--- config.mk ---
export PLATFORM = sky130hd
export DESIGN_NAME = fir3_transposed
export DESIGN_NICKNAME = d
export VERILOG_FILES = /design/src/rtl/fir3_pkg.sv /design/src/rtl/fir3_tap_bank.sv /design/src/rtl/fir3_sum_chain.sv /design/src/rtl/fir3_transposed.sv
export SDC_FILE = /design/constraint.sdc
export NUM_CORES = 1
export LEC_CHECK = 0
export BUFFER_PORTS_ARGS = -buffer_cell sky130_fd_sc_hd__buf_4
export CAP_MARGIN = 25
export CORE_MARGIN = 1.5
export CORE_UTILIZATION = 64
export CTS_CLUSTER_SIZE = 24
export DETAILED_ROUTE_END_ITERATION = 7
export PLACE_DENSITY = 0.82
export SYNTH_ARGS = -nofsm -noshare
export SYNTH_HDL_FRONTEND = slang
export SYNTH_SLANG_ARGS = --single-unit
--- constraint.sdc ---
create_clock -name clk -period 7.04 [get_ports clk]
set_clock_uncertainty 0.1 [all_clocks]
set_input_delay 0.704 -clock clk [delete_from_list [all_inputs] [get_ports clk]]
set_output_delay 0.704 -clock clk [all_outputs]
set_load 0.02 [all_outputs]
--- src/rtl/fir3_pkg.sv ---
package fir3_pkg;
  // Number of taps of the filter (a, b, c).
  localparam int NTAPS = 3;

  // Full-precision accumulator width: product width plus headroom for the sum.
  function automatic int acc_width(input int data_w, input int coef_w);
    return data_w + coef_w + 2;
  endfunction
endpackage

--- src/rtl/fir3_tap_bank.sv ---
// Broadcast multiplier bank: the current sample meets every coefficient at once.
// Optional cutset register stage across all product edges.
module fir3_tap_bank
  import fir3_pkg::*;
#(
  parameter int                         DATA_W   = 12,
  parameter int                         COEF_W   = 10,
  parameter int                         ACC_W    = 24,
  parameter logic [NTAPS*COEF_W-1:0]    COEFS    = '0,
  parameter bit                         PIPE_CUT = 1'b1
) (
  input  logic                          clk,
  input  logic                          rst,
  input  logic                          in_valid,
  input  logic [DATA_W-1:0]             in_sample,
  output logic                          prod_valid,
  output logic [NTAPS-1:0][ACC_W-1:0]   prod
);
  logic signed [ACC_W-1:0]       x_ext;
  logic [NTAPS-1:0][ACC_W-1:0]   prod_c;

  assign x_ext = ACC_W'($signed(in_sample));

  for (genvar k = 0; k < NTAPS; k++) begin : g_mul
    localparam logic signed [COEF_W-1:0] CK = COEFS[k*COEF_W +: COEF_W];
    logic signed [ACC_W-1:0] coef_ext;
    assign coef_ext  = ACC_W'(CK);
    assign prod_c[k] = x_ext * coef_ext;
  end

  if (PIPE_CUT) begin : g_cut
    logic                          vld_q;
    logic [NTAPS-1:0][ACC_W-1:0]   prod_q;

    always_ff @(posedge clk) begin
      if (rst) begin
        vld_q  <= 1'b0;
        prod_q <= '0;
      end else begin
        vld_q <= in_valid;
        if (in_valid) prod_q <= prod_c;
      end
    end

    assign prod_valid = vld_q;
    assign prod       = prod_q;

    // a cycle without a sample leaves the cutset registers untouched
    assert_cut_hold_R4: assert property (@(posedge clk) disable iff (rst)
      (!in_valid && !rst) |=> $stable(prod_q))
      else $error("cutset stage changed without a sample");
  end else begin : g_direct
    assign prod_valid = in_valid;
    assign prod       = prod_c;
  end
endmodule

--- src/rtl/fir3_sum_chain.sv ---
// Transposed adder chain: delays live between the adders, c tap feeds the far end.
module fir3_sum_chain
  import fir3_pkg::*;
#(
  parameter int ACC_W = 24
) (
  input  logic                          clk,
  input  logic                          rst,
  input  logic                          adv,
  input  logic [NTAPS-1:0][ACC_W-1:0]   prod,
  output logic                          sum_valid,
  output logic [ACC_W-1:0]              sum
);
  logic [ACC_W-1:0] dly [NTAPS];

  // dly[0] is unused; dly[k] holds the partial sum waiting for tap k-1.
  assign dly[0] = '0;

  for (genvar k = 1; k < NTAPS; k++) begin : g_stage
    logic [ACC_W-1:0] nxt;
    if (k == NTAPS - 1) begin : g_far
      assign nxt = prod[k];
    end else begin : g_mid
      assign nxt = prod[k] + dly[k+1];
    end

    always_ff @(posedge clk) begin
      if (rst)      dly[k] <= '0;
      else if (adv) dly[k] <= nxt;
    end

    // history moves only when a sample is accepted
    assert_chain_hold_R4: assert property (@(posedge clk) disable iff (rst)
      (!adv && !rst) |=> $stable(dly[k]))
      else $error("chain register moved without a sample");
  end

  always_ff @(posedge clk) begin
    if (rst) begin
      sum_valid <= 1'b0;
      sum       <= '0;
    end else begin
      sum_valid <= adv;
      if (adv) sum <= prod[0] + dly[1];
    end
  end
endmodule

--- src/rtl/fir3_transposed.sv ---
module fir3_transposed
  import fir3_pkg::*;
#(
  parameter int DATA_W   = 12,
  parameter int COEF_W   = 10,
  parameter int COEF_A   = 301,
  parameter int COEF_B   = -187,
  parameter int COEF_C   = -512,
  parameter bit PIPE_CUT = 1'b1
) (
  input  logic                                  clk,
  input  logic                                  rst,
  input  logic                                  in_valid,
  input  logic [DATA_W-1:0]                     in_sample,
  output logic                                  out_valid,
  output logic [acc_width(DATA_W, COEF_W)-1:0]  out_sample
);
  localparam int ACC_W = acc_width(DATA_W, COEF_W);
  localparam logic [NTAPS*COEF_W-1:0] COEFS =
    {COEF_W'(COEF_C), COEF_W'(COEF_B), COEF_W'(COEF_A)};

  logic                          prod_valid;
  logic [NTAPS-1:0][ACC_W-1:0]   prod;

  fir3_tap_bank #(
    .DATA_W(DATA_W), .COEF_W(COEF_W), .ACC_W(ACC_W),
    .COEFS(COEFS), .PIPE_CUT(PIPE_CUT)
  ) u_taps (
    .clk(clk), .rst(rst),
    .in_valid(in_valid), .in_sample(in_sample),
    .prod_valid(prod_valid), .prod(prod)
  );

  fir3_sum_chain #(.ACC_W(ACC_W)) u_chain (
    .clk(clk), .rst(rst),
    .adv(prod_valid), .prod(prod),
    .sum_valid(out_valid), .sum(out_sample)
  );

  if (PIPE_CUT) begin : g_lat2
    assert_latency_R3: assert property (@(posedge clk) disable iff (rst)
      out_valid == ($past(in_valid, 2) && !$past(rst, 1) && !$past(rst, 2)))
      else $error("output strobe not two cycles after input strobe");
  end else begin : g_lat1
    assert_latency_R2: assert property (@(posedge clk) disable iff (rst)
      out_valid == ($past(in_valid) && !$past(rst)))
      else $error("output strobe not one cycle after input strobe");
  end

  assert_hold_R5: assert property (@(posedge clk) disable iff (rst)
    (!out_valid && !$past(rst)) |-> $stable(out_sample))
    else $error("output changed without a strobe");

  assert_reset_R6: assert property (@(posedge clk)
    rst |=> (!out_valid && out_sample == '0))
    else $error("reset did not clear the output");
endmodule

==> results of run 1 <==
-- through the flow --
stage	power (uW)	area (um^2)	setup WS [ns]
2_1_floorplan	2190	10300	1.37
3_3_place_gp	2570	10800	1.75
3_5_place_dp	2620	10800	1.63
4_1_cts	3470	11300	2.07
5_1_grt	3740	11300	1.76
6_report	3470	11300	2.04
-- flip-flops by register name, indices dropped and copies added, names as in the netlist --
register           count
u_chain.dly           38
u_chain.sum           24
u_taps.prod_valid      1
u_taps.prod           54
u_chain.sum_valid      1
-- cell usage after synthesis (all sizes together) (10+ instances only) --
library cell	number	area (um^2)
o21bai	12	90.1
clkbuf	26	97.6
nand2b	10	62.6
a21o	29	218
a211oi	15	113
nand3	19	95.1
dfxtp	118	2360
xnor2	56	490
xor2	12	105
inv	137	514
nor2	120	450
mux2i	78	781
fa	53	1060
nand2	57	214
ha	188	2350
a21oi	62	310
o21ai	43	215
-- power by group --
part | switching (uW) | total (uW) | leakage [uW] | internal, uW
logic | 1030 | 1810 | 0.00443 | 773
registers | 71.4 | 841 | 0.000966 | 770
clock network | 336 | 827 | 0.000272 | 491
-- critical path: cells and delay by family --
family          cells  cell delay, ns
fa+ha+maj           6            2.51
compound gates      3            0.55
buf+inv             4            0.50
simple gates        5            0.88
-- cells by family (layout without fill, tap and decap cells) --
logic type	after synthesis	count (layout)	synth area share [%]
compound gates	212	212	13.4
xor+xnor	68	68	5.78
fa+ha+maj	241	241	33.1
buf+inv	169	211	6.18
flops	118	118	22.9
mux	79	79	7.68
simple gates	252	252	10.9
-- worst max path at each step --
| stage | startpoint | end | slack, ns | cells past startpoint |
|---|---|---|---|---|
| 2_1_floorplan | in_sample[11] | u_taps.prod[18] | 1.37 | 18 |
| 3_3_place_gp | in_sample[10] | u_taps.prod[18] | 1.75 | 18 |
| 5_1_grt | in_sample[4] | u_taps.prod[22] | 1.76 | 18 |
| 4_1_cts | in_sample[10] | u_taps.prod[18] | 2.07 | 18 |
| 3_5_place_dp | in_sample[10] | u_taps.prod[18] | 1.63 | 18 |
| 6_report | in_sample[10] | u_taps.prod[18] | 2.04 | 18 |
-- layer usage --
metal | track usage (%) | vias up | wire length, um
li1 | - | 3945 | -
met1 | 37.7 | 3726 | 10700
met2 | 49.0 | 163 | 10700
met3 | 5.29 | 31 | 778
met4 | 7.32 | 0 | 375
met5 | 0 | - | 0
-- cell type report --
type | count | share of cell area, %
clock buffers | 17 | 3.75
clock inverters | 15 | 1.30
inverters | 137 | 4.53
multi-input cells | 852 | 64.4
flip-flops and latches | 118 | 20.8
well taps | 216 | 2.38
repair buffers | 42 | 2.78
==> flow_summary.toml, run 1 <==
[finish]
area.growth.synth_to_final_pct = 10.1
mostFrequentLayoutCells = "sky130_fd_sc_hd__ha_1 (188), sky130_fd_sc_hd__inv_1 (137), sky130_fd_sc_hd__nor2_1 (120), sky130_fd_sc_hd__dfxtp_1 (117), sky130_fd_sc_hd__mux2i_1 (78)"
antennaDiodeCount = 0
area.sequential_um2 = 2360
fraction_of_final_layout_cells_sized_beyond_drive_strength_1_pct = 7.20
layout.cells.most_common = "sky130_fd_sc_hd__ha_1"
design.final.nets = 1424
area_of_the_multi_input_gates_um2 = 7310
fillerInstances = 1232
post-route-util_pct = 71.7
finalNonFillerCells = 1397

[floorplanning]
i_o_pins = 40
die_area_um2 = 16900
die_h_um = 130
die_width_um = 130
core_area_um2 = 15800
placement_rows = 46
floorplan.initialDensity_pct = 65.1

[synth]
area_of_the_mapped_netlist_um2 = 10300
synth_async_sr_flop_share_pct = 0
ys_seq_area_share_pct = 22.9
syn_area_per_cell_um2 = 9.05
synth_enable_flop_cells = 0
yosys_warnings = 0
syn-instance-count = 1139
yosys_register_bits = 118
synth_cell_type_count = 58
synth_ff_type = "sky130_fd_sc_hd__dfxtp_1"
syn_nets = 1395

[routing]
total_number_of_vias = 7865
drc_errors = 0
wl_per_cell_um = 16.2
firstDrtPassIters = 5
routed_wl_um = 22600
detail_route.vias_per_cell = 5.63
drtIter0Drc = 400
postRouteAntennaNets = 0

[clocking]
cts_inserted_buffers = 17
clk_pin_slew_ns = 0.06
hold_buffers = 0
cts.path.max_buffers = 2
total_number_of_h_tree_levels = 4
worst_skew_pair_later_pin_latency_ns = 0.43
tritoncts_num_sinks = 118
cts_repair_resize_count = 0
tritoncts = "built"
clockRootBuffer = "sky130_fd_sc_hd__clkbuf_16"
post_cts.repair.setup_buffers = 0

[global_route]
antenna_found_initial = 0
grt_first_pass_wirelength_um = 37700
grt-ovfl-total = 0
grt_use_total_pct = 28.7
via_count_of_the_first_global_routing_pass = 7722
grt_start_max_net_pins = 83

[timing]
finalHoldViolCount = 0
maxSlewHeadroom_pct = 42.3
setup_tns_ns = 0
whs_ns = 0.351
setup_viol_count_final = 0
rsz0062_at_grt = "no"
finalMaxSlewViolations = 0
finalWorstPathRequiredPeriod_ns = 5.00
tightest_slew_ns = 0.866
max_clock_freq_ghz = 0.200
period_share_pct = 71.0

[placed_design]
place.gp.congestion = 0.970
numPortBuffers = 39
placed_cells = 1365
place_hpwl_um = 17800

[power_and_ir_drop]
peakVddDrop_mv = 0.221
cellPowerDensity_nw_per_um2 = 306
p_leak_uw = 0.00567

[hold_path]
min-delay-start = "u_chain.sum[17]"
hold-path-endpoint = "u_chain.sum[17]"
whs_path_depth = 2
hp-class = "flip-flop to flip-flop"

[setup_path]
depth_of_the_most_critical_reg_to_reg_path = 11
end_kind = "flip-flop"
crit-reg2reg-launch = "u_chain.dly[24]"
worstPathMaxFanout = 8
critPathMaxStageDelay_ns = 0.55
timing.critical_path.from_type = "input port"
crit_arrival_ns = 5.18
critPathSlowestCell = "sky130_fd_sc_hd__fa_1"
critical_path_required_ns = 7.22
critical_path.cell_chain = "buf_4, inv_1, ha_1, ha_1, fa_1, fa_1, inv_1, fa_1, inv_1, ha_1, and3_1, and3_1, a22oi_1, nand2_1, o21a_1, or3_1, a31oi_1, nor2_1"
regToRegSetupSlack_ns = 4.08
category_of_the_most_critical_setup_path = "input port to flip-flop"
worst_r2r_endpoint = "u_chain.sum[22]"

[flow_run]
max_cap_viol_count = 0

[run_status]
outcome = "finished, final reports clean"
Power figures use the tool's default switching activity.
==> run 2, diff against run 1 <==
--- a/config.mk
+++ b/config.mk
@@ -5,6 +5,7 @@
 export SDC_FILE = /design/constraint.sdc
 export NUM_CORES = 1
 export LEC_CHECK = 0
+export ABC_AREA = 1
 export BUFFER_PORTS_ARGS = -buffer_cell sky130_fd_sc_hd__buf_4
 export CAP_MARGIN = 25
 export CORE_MARGIN = 1.5
==> constraint.sdc (replaced) <==
create_clock -name clk -period 4.75 [get_ports clk]
set_clock_uncertainty 0.1 [all_clocks]
set_input_delay 0.475 -clock clk [delete_from_list [all_inputs] [get_ports clk]]
set_output_delay 0.475 -clock clk [all_outputs]
set_load 0.02 [all_outputs]
==> run 2 against run 1 <==
Count of clock-buffer cells in the layout increased by 1. Register-to-register slack got worse by 1.6 ns. Clock power up 54%. Synthesized cell count increased by 46%. First-iteration DRC count rose by 87%. Non-clock buffer count grew 2. Wire length rose by 22%. Via count increased by 30%. Critical path depth increased by 1. Die area up 11%. Cell count rose by 38%. Flip-flop and latch count unchanged. Critical path type unchanged. Largest cell class unchanged.
==> flow_summary.toml, run 2 <==
[synth]
synth_async_sr_flop_share_pct = 0
yosys_warnings = 0
synth_enable_flop_cells = 0
synth_area_leader_cell = "sky130_fd_sc_hd__dfxtp_1"
synth_top_area_share_pct = 20.6
syn_nets = 1918
synthTopCellsByCount = "sky130_fd_sc_hd__inv_1 (312), sky130_fd_sc_hd__nand2_1 (309), sky130_fd_sc_hd__nor2_1 (259)"
ys_seq_area_share_pct = 20.6
yosys_register_bits = 118
area_of_the_mapped_netlist_um2 = 11500
syn-instance-count = 1662
synth_top_cells_by_area = "sky130_fd_sc_hd__dfxtp_1 (21%), sky130_fd_sc_hd__ha_1 (21%), sky130_fd_sc_hd__inv_1 (10%), sky130_fd_sc_hd__nand2_1 (10%), sky130_fd_sc_hd__fa_1 (9.3%)"
synth_cell_type_count = 34
synth_ff_type = "sky130_fd_sc_hd__dfxtp_1"
syn_area_per_cell_um2 = 6.90
synth.most_common_cell = "sky130_fd_sc_hd__inv_1"

[floorplanning]
die_area_um2 = 18700
placement_rows = 48
core_area_um2 = 17400
die_h_um = 137
die_width_um = 137
i_o_pins = 40
floorplan.initialDensity_pct = 65.8

[power_and_ir_drop]
pwr-share-clk_pct = 23.9
netSwitchingFraction_pct = 44.6
comb_power_share_pct = 52.7
cellPowerDensity_nw_per_um2 = 424
peakVddDrop_mv = 0.252
net-switching-power_uw = 2370
seq_power_share_pct = 23.4
p_leak_uw = 0.00715
p_int_uw = 2940
sum_of_internal_switching_and_leakage_power_uw = 5310

[clocking]
cts.path.max_buffers = 2
tritoncts = "built"
clk_pin_slew_ns = 0.05
total_number_of_h_tree_levels = 4
post_cts.repair.setup_buffers = 0
cts_inserted_buffers = 17
hold_buffers = 0
tritoncts_num_sinks = 118
clockRootBuffer = "sky130_fd_sc_hd__clkbuf_16"
cts_repair_resize_count = 0
worst_skew_pair_later_pin_latency_ns = 0.42

[setup_path]
crit_arrival_ns = 4.30
timing.critical_path.from_type = "input port"
end_kind = "flip-flop"
critical_path_required_ns = 4.95
critPathSlowestCell = "sky130_fd_sc_hd__fa_1"
worstPathMaxFanout = 11
category_of_the_most_critical_setup_path = "input port to flip-flop"
critical_path.cell_chain = "buf_4, inv_1, ha_1, ha_1, fa_1, fa_1, inv_1, fa_1, inv_1, ha_1, nand2_2, nor2_2, nand3_1, nand3_2, nand2_1, nand3_1, nand2_1, nor2_1, nor2_1"
critPathMaxStageDelay_ns = 0.54

[global_route]
grt_first_pass_wirelength_um = 45500
grt_use_total_pct = 31.0
global_route.usage.met1_pct = 40.8
layer_carrying_the_most_global_route_usage = "met2"
via_count_of_the_first_global_routing_pass = 9437
grt_start_max_net_pins = 74
antenna_found_initial = 0
met2_track_utilization_from_global_routing_pct = 51.8
grt_util_met3_pct = 3.11
grt-ovfl-total = 0

[routing]
total_number_of_vias = 10200
wl_per_cell_um = 14.3
firstDrtPassIters = 5
drtIter0Drc = 747
detail_route.vias_per_cell = 5.30
routed_wl_um = 27500
drc_errors = 0
postRouteAntennaNets = 0

[finish]
mostFrequentLayoutCells = "sky130_fd_sc_hd__inv_1 (311), sky130_fd_sc_hd__nand2_1 (309), sky130_fd_sc_hd__nor2_1 (259), sky130_fd_sc_hd__ha_1 (188), sky130_fd_sc_hd__dfxtp_1 (117)"
antennaDiodeCount = 0
layout.cells.most_common = "sky130_fd_sc_hd__inv_1"
design.final.nets = 1944
area.growth.synth_to_final_pct = 9.13
fraction_of_final_layout_cells_sized_beyond_drive_strength_1_pct = 6.17
flip_flop_count_of_the_largest_register_after_layout = 54

[timing]
setup_viol_count_final = 0
maxSlewHeadroom_pct = 44.3
period_share_pct = 86.3
rsz0062_at_grt = "no"
finalHoldViolCount = 0
finalWorstPathRequiredPeriod_ns = 4.10
setup_tns_ns = 0
max_clock_freq_ghz = 0.244
finalMaxSlewViolations = 0
tightest_slew_ns = 0.835

[placed_design]
numPortBuffers = 39
place_hpwl_um = 21500
place.gp.congestion = 0.925

[flow_run]
max_cap_viol_count = 0

[run_status]
outcome = "finished, final reports clean"

[hold_path]
hp-class = "flip-flop to flip-flop"
-- run 2: changes by cell type after synthesis, moves of 61 or more --
cell and change:
sky130_fd_sc_hd__mux2i_1 -78, sky130_fd_sc_hd__o21ai_0 +61, sky130_fd_sc_hd__nand3_1 +77, sky130_fd_sc_hd__nor2_1 +139
sky130_fd_sc_hd__nand2_1 +252, sky130_fd_sc_hd__inv_1 +175
-- run 2: through the flow --
| stage | instances | area [um^2] | worst slack, ns | hold slack (ns) | utilization [%] |
|---|---|---|---|---|---|
| finish | 1926 | 12500 | 0.650 | 0.373 | 71.9 |
| global route | 1926 | 12500 | 0.338 | 0.390 | 71.9 |
| CTS | 1926 | 12500 | 0.673 | 0.370 | 71.9 |
| detailed placement | 1894 | 11900 | 0.229 | 0.362 | 68.5 |
| global placement | 1894 | 11900 | 0.315 | 0.354 | 68.5 |
| floorplan | 1662 | 11500 | 0.0612 | 0.344 | - |
-- run 2: worst paths after layout --
| kind | slack, ns | start | cells past startpoint | to |
|---|---|---|---|---|
| max | 0.65 | in_sample[8] | 19 | u_taps.prod[17] |
| min | 0.37 | u_taps.prod[69] | 2 | u_taps.prod[69] |
| max reg2reg | 2.45 | u_chain.dly[24] | 13 | u_chain.sum[12] |
| min reg2reg | 0.37 | u_taps.prod[69] | 2 | u_taps.prod[69] |
-- run 2: area by class of cell --
type                       count  area, um^2
clock buffer                  18         429
clock inverter                14         151
fill                        1477        4900
inverter                     317        1190
multi-input combinational   1190        7760
sequential                   118        2360
tap                          225         282
timing repair buffer          44         330
-- run 2: power groups by stage --
| stage | clock network [uW] | registers, uW | logic, uW |
|---|---|---|---|
| global route | 1320 | 1250 | 3240 |
| floorplan | 0 | 1230 | 2120 |
| detailed placement | 0 | 1260 | 2760 |
| finish | 1270 | 1240 | 2790 |
| global placement | 0 | 1260 | 2710 |
| CTS | 1270 | 1240 | 2790 |
-- run 2: per-layer routing --
metal  share of wire (%)  wire length [um]  vias up
li1                    -                 -     5241
met1                  45             12500     4644
met2                  46             12700      269
met3                 4.3              1190       59
met4                 4.0              1100        0
met5                   0                 0        -
-- run 2: worst max-delay path: cells and delay by family --
family | cells | cell delay, ns
simple gates | 9 | 0.90
fa+ha+maj | 6 | 2.50
buf+inv | 4 | 0.41
-- run 2: logic make-up after synthesis --
group	share of synthesized area (%)
buffers and inverters	11.7
adders and majority gates	29.8
DFF	20.6
xor gates and xnor gates	3.36
AOI/OAI and AO/OA	9.25
and+or+nand+nor	25.3
==> run 3, diff against run 2 <==
==> constraint.sdc (replaced) <==
create_clock -name clk -period 4.75 [get_ports clk]
set_clock_uncertainty 0.1 [all_clocks]
set_input_delay 0.2375 -clock clk [delete_from_list [all_inputs] [get_ports clk]]
set_output_delay 0.2375 -clock clk [all_outputs]
set_load 0.02 [all_outputs]
==> run 3 against run 2 <==
Die area stayed put. Largest cell class unchanged. Critical path depth is 1 higher. Flip-flop and latch count stayed put. Global-route usage is 0.71 points higher.
==> flow_summary.toml, run 3 (synthesized netlist as in run 2, its figures left out) <==
[clocking]
clockRootBuffer = "sky130_fd_sc_hd__clkbuf_16"
tritoncts = "built"
total_number_of_h_tree_levels = 4
cts.path.max_buffers = 2
cts_repair_resize_count = 0
tritoncts_num_sinks = 118
clk_pin_slew_ns = 0.06
hold_buffers = 0
post_cts.repair.setup_buffers = 0
cts_inserted_buffers = 17
worst_skew_pair_later_pin_latency_ns = 0.43

[routing]
wl_per_cell_um = 14.5
detail_route.vias_per_cell = 5.35
postRouteAntennaNets = 0
drtIter0Drc = 714
routed_wl_um = 28000
firstDrtPassIters = 5
total_number_of_vias = 10300
drc_errors = 0

[timing]
setup_tns_ns = 0
max_clock_freq_ghz = 0.260
rsz0062_at_grt = "no"
setup_viol_count_final = 0
finalHoldViolCount = 0
finalWorstPathRequiredPeriod_ns = 3.84
finalMaxSlewViolations = 0
tightest_slew_ns = 0.898
maxSlewHeadroom_pct = 39.5
period_share_pct = 80.9

[setup_path]
worstPathMaxFanout = 11
critical_path_required_ns = 4.97
category_of_the_most_critical_setup_path = "input port to flip-flop"
crit_arrival_ns = 4.07
worst_r2r_endpoint = "u_chain.sum[16]"
regToRegSetupSlack_ns = 2.39
depth_of_the_most_critical_reg_to_reg_path = 13
end_kind = "flip-flop"
timing.critical_path.from_type = "input port"
crit-reg2reg-launch = "u_taps.prod[24]"

[finish]
post-route-util_pct = 71.9
design.final.nets = 1943
layout.cells.most_common = "sky130_fd_sc_hd__inv_1"
flip_flop_count_of_the_largest_register_after_layout = 54
mostFrequentLayoutCells = "sky130_fd_sc_hd__inv_1 (312), sky130_fd_sc_hd__nand2_1 (309), sky130_fd_sc_hd__nor2_1 (259), sky130_fd_sc_hd__ha_1 (188), sky130_fd_sc_hd__dfxtp_1 (117)"
fillerInstances = 1462
finalNonFillerCells = 1925
fraction_of_final_layout_cells_sized_beyond_drive_strength_1_pct = 6.12
area.sequential_um2 = 2360
area_of_the_multi_input_gates_um2 = 7760
antennaDiodeCount = 0
area.growth.synth_to_final_pct = 9.25

[global_route]
antenna_found_initial = 0
grt-ovfl-total = 0
grt_first_pass_wirelength_um = 46500
grt_use_total_pct = 31.7
grt_start_max_net_pins = 85
via_count_of_the_first_global_routing_pass = 9810

[floorplanning]
placement_rows = 48
core_area_um2 = 17400
i_o_pins = 40
die_area_um2 = 18700
die_width_um = 137
die_h_um = 137
floorplan.initialDensity_pct = 65.8

[flow_run]
max_cap_viol_count = 0

[power_and_ir_drop]
p_leak_uw = 0.00716
peakVddDrop_mv = 0.258
cellPowerDensity_nw_per_um2 = 430

[placed_design]
numPortBuffers = 39
placed_cells = 1893
place_hpwl_um = 21600
place.gp.congestion = 0.955

[run_status]
outcome = "finished, final reports clean"

[hold_path]
hold-path-endpoint = "u_taps.prod[59]"
hp-class = "input port to flip-flop"
whs_path_depth = 4
min-delay-start = "in_sample[2]"
run 3: changes by cell type in the layout (fill, tap and decap cells not counted), sizes merged:
cell    change
buf         -1
clkinv      -4
inv         +4
run 3: how the worst max path moves through the flow:
| stage | startpoint | endpoint | slack, ns | cells past startpoint |
|---|---|---|---|---|
| CTS | in_sample[8] | u_taps.prod[20] | 0.93 | 20 |
| global placement | in_sample[10] | u_taps.prod[20] | 0.56 | 18 |
| detailed placement | in_sample[8] | u_taps.prod[20] | 0.49 | 20 |
| floorplan | in_sample[11] | u_taps.prod[20] | 0.21 | 18 |
| global route | in_sample[10] | u_taps.prod[43] | 0.61 | 18 |
| finish | in_sample[8] | u_taps.prod[19] | 0.91 | 20 |
run 3: where the power goes:
group	leakage, uW	switching, uW	total (uW)	internal (uW)
clock network	0.000288	525	1330	801
registers	0.000977	111	1240	1130
logic	0.00589	1790	2820	1030
run 3: final cells by class:
type / instances / area share, %
clock inverter: 14 / 1.33
tap: 225 / 2.25
multi-input combinational: 1190 / 62.0
clock buffer: 18 / 3.51
timing repair buffer: 43 / 2.58
inverter: 317 / 9.50
sequential: 118 / 18.9
run 3: worst max-delay path: stages:
cell and delay (ns):
sky130_fd_sc_hd__buf_4 0.18, sky130_fd_sc_hd__inv_1 0.14, sky130_fd_sc_hd__ha_1 0.30, sky130_fd_sc_hd__ha_1 0.30
sky130_fd_sc_hd__fa_1 0.46, sky130_fd_sc_hd__fa_1 0.55, sky130_fd_sc_hd__inv_1 0.06, sky130_fd_sc_hd__fa_1 0.50
sky130_fd_sc_hd__inv_1 0.04, sky130_fd_sc_hd__ha_1 0.36, sky130_fd_sc_hd__nand2_1 0.16, sky130_fd_sc_hd__nor2_1 0.06
sky130_fd_sc_hd__nor2_1 0.14, sky130_fd_sc_hd__nand2_1 0.14, sky130_fd_sc_hd__nand2_1 0.13, sky130_fd_sc_hd__nand2_1 0.06
sky130_fd_sc_hd__nand2_1 0.05, sky130_fd_sc_hd__nand3_1 0.06, sky130_fd_sc_hd__nand2_1 0.08, sky130_fd_sc_hd__inv_1 0.04
run 3: routing by layer:
layer | global-route usage (%) | vias up | part of all wire [%]
li1 | - | 5242 | -
met1 | 39.7 | 4709 | 45
met2 | 54.4 | 276 | 46
met3 | 4.52 | 68 | 4.4
met4 | 13.9 | 0 | 4.3
met5 | 0 | - | 0
run 3: stage by stage:
stage | power (uW) | area [um^2] | hold slack [ns] | worst slack (ns)
2_1_floorplan | 3350 | 11500 | 0.343 | 0.209
6_report | 5380 | 12500 | 0.206 | 0.908
3_3_place_gp | 3960 | 11900 | 0.355 | 0.560
4_1_cts | 5360 | 12500 | 0.193 | 0.930
3_5_place_dp | 4020 | 11900 | 0.365 | 0.494
5_1_grt | 5860 | 12500 | 0.223 | 0.606
